$ cat src/rtl/pipe5_pkg.sv
package pipe5_pkg;

   typedef enum logic [2:0] {
      OP_ADD  = 3'd0,
      OP_NAND = 3'd1,
      OP_LW   = 3'd2,
      OP_SW   = 3'd3,
      OP_BEQ  = 3'd4,
      OP_RSVD = 3'd5,
      OP_HALT = 3'd6,
      OP_NOP  = 3'd7
   } opcode_e;

   typedef enum logic [1:0] {
      FWD_RF    = 2'd0,
      FWD_EXMEM = 2'd1,
      FWD_MEMWB = 2'd2
   } fwd_sel_e;

   localparam int IW      = 25;
   localparam int OPC_LSB = 22;
   localparam int SRCA_LSB = 19;
   localparam int SRCB_LSB = 16;

   localparam logic [IW-1:0] NOP_WORD = {OP_NOP, 22'd0};

   function automatic logic op_reads_a(opcode_e op);
      return (op == OP_ADD) || (op == OP_NAND) || (op == OP_LW) ||
             (op == OP_SW)  || (op == OP_BEQ);
   endfunction

   function automatic logic op_reads_b(opcode_e op);
      return (op == OP_ADD) || (op == OP_NAND) || (op == OP_SW) || (op == OP_BEQ);
   endfunction

endpackage

$ cat src/rtl/p5_wordmem.sv
module p5_wordmem #(
   parameter int W  = 32,
   parameter int AW = 6
) (
   input  logic          clk,
   input  logic          we,
   input  logic [AW-1:0] waddr,
   input  logic [W-1:0]  wdata,
   input  logic [AW-1:0] raddr,
   output logic [W-1:0]  rdata
);
   localparam int DEPTH = 1 << AW;

   if (AW < 1 || AW > 12) begin : g_bad_aw
      $error("p5_wordmem: AW out of range");
   end

   logic [W-1:0] cells [DEPTH];

   always_ff @(posedge clk) begin
      if (we) cells[waddr] <= wdata;
   end

   assign rdata = cells[raddr];
endmodule

$ cat src/rtl/p5_regfile.sv
module p5_regfile #(
   parameter int XLEN  = 32,
   parameter int IDX_W = 3
) (
   input  logic             clk,
   input  logic             rst_n,
   input  logic             we,
   input  logic [IDX_W-1:0] widx,
   input  logic [XLEN-1:0]  wdata,
   input  logic [IDX_W-1:0] ra_idx,
   output logic [XLEN-1:0]  ra_data,
   input  logic [IDX_W-1:0] rb_idx,
   output logic [XLEN-1:0]  rb_data,
   input  logic [IDX_W-1:0] rc_idx,
   output logic [XLEN-1:0]  rc_data
);
   localparam int NREGS = 1 << IDX_W;

   logic [XLEN-1:0] regs [NREGS];

   for (genvar g = 0; g < NREGS; g++) begin : g_reg
      if (g == 0) begin : g_zero
         assign regs[g] = '0;
      end else begin : g_flop
         logic [XLEN-1:0] q;
         always_ff @(posedge clk or negedge rst_n) begin
            if (!rst_n)                             q <= '0;
            else if (we && widx == IDX_W'(g))       q <= wdata;
         end
         assign regs[g] = q;
      end
   end

   logic hit_a, hit_b, hit_c;
   assign hit_a = we && (widx != '0) && (widx == ra_idx);
   assign hit_b = we && (widx != '0) && (widx == rb_idx);
   assign hit_c = we && (widx != '0) && (widx == rc_idx);

   assign ra_data = hit_a ? wdata : regs[ra_idx];
   assign rb_data = hit_b ? wdata : regs[rb_idx];
   assign rc_data = hit_c ? wdata : regs[rc_idx];

   // index zero is hardwired low on every read path
   a_r7_zero_reg: assert property (@(posedge clk) disable iff (!rst_n)
      (ra_idx == '0) |-> (ra_data == '0));
   a_r7_zero_obs: assert property (@(posedge clk) disable iff (!rst_n)
      (rc_idx == '0) |-> (rc_data == '0));
endmodule

$ cat src/rtl/p5_alu.sv
module p5_alu
   import pipe5_pkg::*;
#(
   parameter int XLEN = 32
) (
   input  opcode_e         op,
   input  logic [XLEN-1:0] a,
   input  logic [XLEN-1:0] b,
   input  logic [XLEN-1:0] off,
   output logic [XLEN-1:0] y
);
   always_comb begin
      unique case (op)
         OP_NAND:      y = ~(a & b);
         OP_LW, OP_SW: y = a + off;
         default:      y = a + b;
      endcase
   end
endmodule

$ cat src/rtl/p5_hazard.sv
module p5_hazard
   import pipe5_pkg::*;
#(
   parameter int IDX_W = 3
) (
   input  opcode_e          id_op,
   input  logic [IDX_W-1:0] id_ra,
   input  logic [IDX_W-1:0] id_rb,
   input  opcode_e          ex_op,
   input  logic [IDX_W-1:0] ex_ra,
   input  logic [IDX_W-1:0] ex_rb,
   input  logic [IDX_W-1:0] ex_dst,
   input  opcode_e          mem_op,
   input  logic [IDX_W-1:0] mem_dst,
   input  logic [IDX_W-1:0] wb_dst,
   output logic             stall,
   output fwd_sel_e         fwd_a,
   output fwd_sel_e         fwd_b
);
   logic ld_in_ex, hit_a, hit_b;
   assign ld_in_ex = (ex_op == OP_LW) && (ex_dst != '0);
   assign hit_a    = op_reads_a(id_op) && (id_ra == ex_dst);
   assign hit_b    = op_reads_b(id_op) && (id_rb == ex_dst);
   assign stall    = ld_in_ex && (hit_a || hit_b);

   function automatic fwd_sel_e pick(logic [IDX_W-1:0] src);
      if (mem_dst != '0 && mem_op != OP_LW && mem_dst == src) return FWD_EXMEM;
      else if (wb_dst != '0 && wb_dst == src)                  return FWD_MEMWB;
      else                                                      return FWD_RF;
   endfunction

   assign fwd_a = pick(ex_ra);
   assign fwd_b = pick(ex_rb);
endmodule

$ cat src/rtl/pipe5_core.sv
module pipe5_core
   import pipe5_pkg::*;
#(
   parameter int XLEN   = 32,
   parameter int MEM_AW = 6,
   parameter int RIDX_W = 3
) (
   input  logic              clk,
   input  logic              rst_n,
   input  logic              ld_en,
   input  logic              ld_dmem,
   input  logic [MEM_AW-1:0] ld_addr,
   input  logic [XLEN-1:0]   ld_data,
   output logic              halted,
   input  logic [RIDX_W-1:0] rf_rd_idx,
   output logic [XLEN-1:0]   rf_rd_data
);
   localparam int OFF_W = 16;

   if (XLEN < IW)                       begin : g_bad_xlen $error("pipe5_core: XLEN too small"); end
   if (RIDX_W != 3)                     begin : g_bad_ridx $error("pipe5_core: fields are 3 bits"); end
   if (MEM_AW < 2 || MEM_AW > OFF_W)    begin : g_bad_aw   $error("pipe5_core: MEM_AW range"); end

   typedef struct packed {
      logic [IW-1:0]     instr;
      logic [MEM_AW-1:0] pc1;
   } ifid_t;

   typedef struct packed {
      opcode_e           op;
      logic [RIDX_W-1:0] ra;
      logic [RIDX_W-1:0] rb;
      logic [RIDX_W-1:0] dst;
      logic [XLEN-1:0]   a;
      logic [XLEN-1:0]   b;
      logic [XLEN-1:0]   off;
      logic [MEM_AW-1:0] pc1;
   } idex_t;

   typedef struct packed {
      opcode_e           op;
      logic [RIDX_W-1:0] dst;
      logic [XLEN-1:0]   alu;
      logic [XLEN-1:0]   bval;
      logic [MEM_AW-1:0] target;
      logic              eq;
   } exmem_t;

   typedef struct packed {
      opcode_e           op;
      logic [RIDX_W-1:0] dst;
      logic [XLEN-1:0]   wdata;
   } memwb_t;

   function automatic ifid_t ifid_bubble();
      ifid_t r; r = '0; r.instr = NOP_WORD; return r;
   endfunction
   function automatic idex_t idex_bubble();
      idex_t r; r = '0; r.op = OP_NOP; return r;
   endfunction
   function automatic exmem_t exmem_bubble();
      exmem_t r; r = '0; r.op = OP_NOP; return r;
   endfunction
   function automatic memwb_t memwb_bubble();
      memwb_t r; r = '0; r.op = OP_NOP; return r;
   endfunction

   logic [MEM_AW-1:0] pc_q;
   logic              fetch_stop_q;
   logic              halted_q;
   ifid_t             ifid_q;
   idex_t             idex_q;
   exmem_t            exmem_q;
   memwb_t            memwb_q;

   // ---------------- fetch ----------------
   logic [IW-1:0] imem_rd, fetch_word;
   p5_wordmem #(.W(IW), .AW(MEM_AW)) u_imem (
      .clk(clk), .we(ld_en && !ld_dmem), .waddr(ld_addr), .wdata(ld_data[IW-1:0]),
      .raddr(pc_q), .rdata(imem_rd));
   assign fetch_word = fetch_stop_q ? NOP_WORD : imem_rd;

   logic fetch_is_halt;
   assign fetch_is_halt = (opcode_e'(fetch_word[OPC_LSB +: 3]) == OP_HALT);

   // ---------------- decode ----------------
   opcode_e           id_op;
   logic [RIDX_W-1:0] id_ra, id_rb, id_dlo, id_dst;
   logic [XLEN-1:0]   id_off, id_a, id_b;

   assign id_op  = opcode_e'(ifid_q.instr[OPC_LSB +: 3]);
   assign id_ra  = ifid_q.instr[SRCA_LSB +: RIDX_W];
   assign id_rb  = ifid_q.instr[SRCB_LSB +: RIDX_W];
   assign id_dlo = ifid_q.instr[RIDX_W-1:0];
   assign id_off = {{(XLEN-OFF_W){ifid_q.instr[OFF_W-1]}}, ifid_q.instr[OFF_W-1:0]};

   always_comb begin
      unique case (id_op)
         OP_ADD, OP_NAND: id_dst = id_dlo;
         OP_LW:           id_dst = id_rb;
         default:         id_dst = '0;
      endcase
   end

   p5_regfile #(.XLEN(XLEN), .IDX_W(RIDX_W)) u_rf (
      .clk(clk), .rst_n(rst_n),
      .we(memwb_q.dst != '0), .widx(memwb_q.dst), .wdata(memwb_q.wdata),
      .ra_idx(id_ra), .ra_data(id_a),
      .rb_idx(id_rb), .rb_data(id_b),
      .rc_idx(rf_rd_idx), .rc_data(rf_rd_data));

   // ---------------- hazards ----------------
   logic     stall;
   fwd_sel_e fwd_a, fwd_b;
   p5_hazard #(.IDX_W(RIDX_W)) u_hz (
      .id_op(id_op), .id_ra(id_ra), .id_rb(id_rb),
      .ex_op(idex_q.op), .ex_ra(idex_q.ra), .ex_rb(idex_q.rb), .ex_dst(idex_q.dst),
      .mem_op(exmem_q.op), .mem_dst(exmem_q.dst), .wb_dst(memwb_q.dst),
      .stall(stall), .fwd_a(fwd_a), .fwd_b(fwd_b));

   // ---------------- execute ----------------
   logic [XLEN-1:0] ex_a, ex_b, ex_y;
   always_comb begin
      unique case (fwd_a)
         FWD_EXMEM: ex_a = exmem_q.alu;
         FWD_MEMWB: ex_a = memwb_q.wdata;
         default:   ex_a = idex_q.a;
      endcase
      unique case (fwd_b)
         FWD_EXMEM: ex_b = exmem_q.alu;
         FWD_MEMWB: ex_b = memwb_q.wdata;
         default:   ex_b = idex_q.b;
      endcase
   end

   p5_alu #(.XLEN(XLEN)) u_alu (
      .op(idex_q.op), .a(ex_a), .b(ex_b), .off(idex_q.off), .y(ex_y));

   exmem_t ex_next;
   always_comb begin
      ex_next.op     = idex_q.op;
      ex_next.dst    = idex_q.dst;
      ex_next.alu    = ex_y;
      ex_next.bval   = ex_b;
      ex_next.target = idex_q.pc1 + idex_q.off[MEM_AW-1:0];
      ex_next.eq     = (ex_a == ex_b);
   end

   // ---------------- memory ----------------
   logic              flush, dm_we;
   logic [MEM_AW-1:0] dm_waddr;
   logic [XLEN-1:0]   dm_wdata, dm_rd;
   logic              ld_to_dm;

   assign flush    = (exmem_q.op == OP_BEQ) && exmem_q.eq;
   assign ld_to_dm = ld_en && ld_dmem;
   assign dm_we    = ld_to_dm || (rst_n && exmem_q.op == OP_SW);
   assign dm_waddr = ld_to_dm ? ld_addr : exmem_q.alu[MEM_AW-1:0];
   assign dm_wdata = ld_to_dm ? ld_data : exmem_q.bval;

   p5_wordmem #(.W(XLEN), .AW(MEM_AW)) u_dmem (
      .clk(clk), .we(dm_we), .waddr(dm_waddr), .wdata(dm_wdata),
      .raddr(exmem_q.alu[MEM_AW-1:0]), .rdata(dm_rd));

   memwb_t mem_next;
   always_comb begin
      mem_next.op    = exmem_q.op;
      mem_next.dst   = exmem_q.dst;
      mem_next.wdata = (exmem_q.op == OP_LW) ? dm_rd : exmem_q.alu;
   end

   // ---------------- pipeline registers ----------------
   always_ff @(posedge clk or negedge rst_n) begin
      if (!rst_n) begin
         pc_q         <= '0;
         fetch_stop_q <= 1'b0;
         halted_q     <= 1'b0;
         ifid_q       <= ifid_bubble();
         idex_q       <= idex_bubble();
         exmem_q      <= exmem_bubble();
         memwb_q      <= memwb_bubble();
      end else begin
         memwb_q  <= mem_next;
         halted_q <= halted_q || (memwb_q.op == OP_HALT);
         if (flush) begin
            pc_q         <= exmem_q.target;
            fetch_stop_q <= 1'b0;
            ifid_q       <= ifid_bubble();
            idex_q       <= idex_bubble();
            exmem_q      <= exmem_bubble();
         end else if (stall) begin
            idex_q  <= idex_bubble();
            exmem_q <= ex_next;
         end else begin
            if (!fetch_stop_q) pc_q <= pc_q + MEM_AW'(1);
            if (fetch_is_halt) fetch_stop_q <= 1'b1;
            ifid_q.instr <= fetch_word;
            ifid_q.pc1   <= pc_q + MEM_AW'(1);
            idex_q.op    <= id_op;
            idex_q.ra    <= id_ra;
            idex_q.rb    <= id_rb;
            idex_q.dst   <= id_dst;
            idex_q.a     <= id_a;
            idex_q.b     <= id_b;
            idex_q.off   <= id_off;
            idex_q.pc1   <= ifid_q.pc1;
            exmem_q      <= ex_next;
         end
      end
   end

   assign halted = halted_q;

   // first cycle out of reset starts idle
   a_r1_idle_after_reset: assert property (@(posedge clk) disable iff (!rst_n)
      !$past(rst_n) |-> (!halted_q && opcode_e'(ifid_q.instr[OPC_LSB +: 3]) == OP_NOP));
   // a taken branch leaves three empty slots behind it
   a_r4_flush_squash: assert property (@(posedge clk) disable iff (!rst_n)
      flush |=> (idex_q.op == OP_NOP && exmem_q.op == OP_NOP &&
                 opcode_e'(ifid_q.instr[OPC_LSB +: 3]) == OP_NOP));
   // a load-use stall holds fetch and inserts one bubble
   a_r6_stall_bubble: assert property (@(posedge clk) disable iff (!rst_n)
      (stall && !flush) |=> (idex_q.op == OP_NOP && $stable(pc_q)));
   // the halted flag never drops while running
   a_r8_halt_sticky: assert property (@(posedge clk) disable iff (!rst_n)
      halted_q |=> halted_q);
endmodule

$ cat config.mk
export PLATFORM = sky130hd
export DESIGN_NAME = pipe5_core
export DESIGN_NICKNAME = d
export VERILOG_FILES = /design/src/rtl/pipe5_pkg.sv /design/src/rtl/p5_wordmem.sv /design/src/rtl/p5_regfile.sv /design/src/rtl/p5_alu.sv /design/src/rtl/p5_hazard.sv /design/src/rtl/pipe5_core.sv
export SDC_FILE = /design/constraint.sdc
export NUM_CORES = 2
export LEC_CHECK = 0
export CORE_MARGIN = 2
export CORE_UTILIZATION = 50
export CTS_BUF_LIST = sky130_fd_sc_hd__clkbuf_8
export CTS_CLUSTER_DIAMETER = 60
export DETAILED_ROUTE_END_ITERATION = 7
export PLACE_DENSITY = 0.65
export SYNTH_ARGS = -nofsm -noshare
export SYNTH_HDL_FRONTEND = slang
export SYNTH_SLANG_ARGS = --single-unit
$ cat constraint.sdc
create_clock -name clk -period 7.49 [get_ports clk]
set_input_delay 1.498 -clock clk [delete_from_list [all_inputs] [get_ports clk]]
set_output_delay 1.498 -clock clk [all_outputs]
set_load 0.02 [all_outputs]
==> results.toml <==
[status]
outcome = "finished, final reports clean"

[yosys]
async_reset_ff_share_pct = 11.54
ys.flop_type = "edfxtp_1"
synthDistinctLibCells = 62
yosysWarnings = 0
avgSynthCellArea_um2 = 18.99
yosysSeqAreaShare_pct = 72.62
synth_edf_count = 3648
synth_area_um2 = 167300
synth_nets = 8926
syn-instance-count = 8810
synth_seq_cells = 4124

[routing]
drt_iter0_drc = 11242
num_vias = 89275
drt_pass1_iterations = 6
drtAntennaViolNets = 0
routed_via_density = 6.339
drcViolationCount = 0
wl_per_cell_um = 32.41
drt_wl_total_um = 456400

[critical_path]
cp_cell_sequence = "nor3_1 > a21oi_1 > or3_2 > mux2_2 > clkdlybuf4s50_1"
slowest_stage = "or3_2"
arrival_ns = 4.06
max_stage_delay_ns = 0.86
cp_max_fo = 32
cp-startpoint = "memwb_q[32]$_DFF_PN0_"
crit_type = "reg2out"
start_kind = "flop"
end_kind = "output port"
cp_top_family = "simple AND/OR/NAND/NOR gates"
crit_required_ns = 5.99
rr_startpoint = "exmem_q[73]$_DFF_PN0_"
worst-path-buf-inv = 1

[sta]
final_max_slew_viol_count = 0
finalClockSkew_ns = 0.08799
min_period_over_period_pct = 74.19
fmax_ghz = 0.1800
hold_viol = 0
worstMarginPinSlew_ns = 1.275
rsz0062_at_grt = "false"
max_slew_margin_pct = 14.78
whs_ns = 0.3227
setup_violations = 0
fin_crit_ns = 5.557
setup_tns_ns = 0

[clock_tree]
clock-root-buffer = "clkbuf_8"
cts.sinks = 4124
post_cts_buffers = 0
cts_inserted_buffers = 660
clk_path_buf_depth = 4
clk_pin_slew_ns = 0.06
clkLatencyLatePin_ns = 1.19
cts_hold_buf = 0
cts-htree-levels = 6
cts_tree = "done"
ctsResizeCount = 0

[worst_hold_path]
hold_class = "in2async"

[floorplan]
die_h_um = 582.4
start_util_pct = 50.21
core_um2 = 333200
die_area_um2 = 339200
rows = 212
die_x_um = 582.4
num_io_pins = 78

[grt]
grt_use_total_pct = 26.61
grt_start_max_net_pins = 145
grt_pass1_wl_um = 647000
grt_pass1_vias = 87717
antenna_found_initial = 42
grt.overflow.total = 0

[layout]
utilization_pct = 55.77
syn2layout_area_growth_pct = 11.09
nets = 9314
drive_gt1_share_pct = 27.88
fillers = 25237

[placed_design]
portBuffers = 77
place_congestion = 0.9175
hpwl_um = 269600

[run]
cap_violations = 0

[pwr]
power.leakage_nw = 63.74
peakVddDrop_v = 0.0002834
p_per_area_nw_per_um2 = 335.0
-- cell usage in the layout (no fill, tap or decap), drive strengths merged, types with 48 or more instances in the layout --
cell / netlist / routed
a21oi: 371 / 371
a22oi: 95 / 95
buf: 166 / 249
clkbuf: 405 / 691
clkdlybuf4s50: 0 / 48
clkinv: 2 / 184
dfrtp: 464 / 464
edfxtp: 3648 / 3648
ha: 69 / 69
inv: 41 / 293
mux2: 453 / 453
mux2i: 374 / 374
mux4: 990 / 990
nand2: 474 / 474
nor2: 441 / 441
o21ai: 261 / 261
o221ai: 104 / 104
o22ai: 102 / 102
-- cells in the mapped netlist (74+ instances only) --
master	number	area, um2
a21oi_1	371	1857
a22oi_1	95	713.2
buf_1	74	277.8
clkbuf_1	405	1520
dfrtp_1	464	11610
edfxtp_1	3648	109500
mux2_2	451	5079
mux2i_1	374	3744
mux4_2	990	22300
nand2_1	474	1779
nor2_1	441	1655
o21ai_0	257	1286
o221ai_1	104	910.9
o22ai_1	102	638.1
-- kinds of logic (layout without fill, tap and decap cells) --
family | after synthesis | in the layout | synth area share (%)
other cells | 0 | 12 | 0
buf+inv | 614 | 1488 | 1.482
flops | 4124 | 4124 | 72.62
xor+xnor | 57 | 57 | 0.2985
mux | 1817 | 1817 | 18.62
compound gates | 1039 | 1039 | 3.742
fa+ha+maj | 71 | 71 | 0.5401
simple gates | 1088 | 1088 | 2.697
-- per-layer routing --
layer	vias up	share of wire (%)	GRT usage (%)	routed length (um)
met5	-	0.024	0	108
met4	18	3.9	10.07	18000
met3	797	9.8	5.706	44770
met2	4646	46	39.84	208400
met1	47277	41	38.62	185100
li1	36537	-	-	-
-- state kept, by name, indices dropped and copies added, names as in the netlist, 13 cells and up --
name,count
u_dmem.cells,2048
u_imem.cells,1600
u_rf.g.g_flop.q,224
idex_q,92
exmem_q,77
memwb_q,38
id_off,13
-- through the flow --
stage / setup slack (ns) / total power, mW / std cells / instance area (um2)
CTS: 1.791 / 62.47 / 14071 / 185800
detailed placement: 1.651 / 44.93 / 12923 / 174000
floorplan: 2.106 / 37.98 / 8810 / 167300
global placement: 1.679 / 44.70 / 12923 / 174000
global route: 1.655 / 64.36 / 14072 / 185800
finish: 1.933 / 62.25 / 14083 / 185800
-- cell type report --
cell class / count / area [um2] / share of cell area (%)
Inverter: 43 / 161.4 / 0.08686
Antenna cell: 12 / 30.03 / 0.01616
Clock inverter: 457 / 2288 / 1.232
Tap cell: 4387 / 5489 / 2.954
Sequential cell: 4124 / 121500 / 65.40
Clock buffer: 691 / 9510 / 5.118
Multi-Input combinational cell: 4072 / 44330 / 23.86
Timing Repair Buffer: 297 / 2480 / 1.335
-- final timing paths --
path	slack, ns	endpoint	depth (start not counted)
max in group asynchronous	4.95	u_rf.g_reg[6].g_flop.q[24]$_DFFE_PN0P_	3
min	0.32	exmem_q[26]$_DFF_PN0_	1
min reg2reg	0.39	memwb_q[36]$_DFF_PN1_	0
min in group clk	0.39	memwb_q[36]$_DFF_PN1_	0
max reg2reg	2.07	exmem_q[69]$_DFF_PN0_	19
max	1.93	rf_rd_data[13]	5
-- report_power, final --
part / internal [mW] / switching (mW)
clock: 8.81 / 8.84
sequential: 26.9 / 1.05
combinational: 5.93 / 10.7
Power figures use the tool's default switching activity.
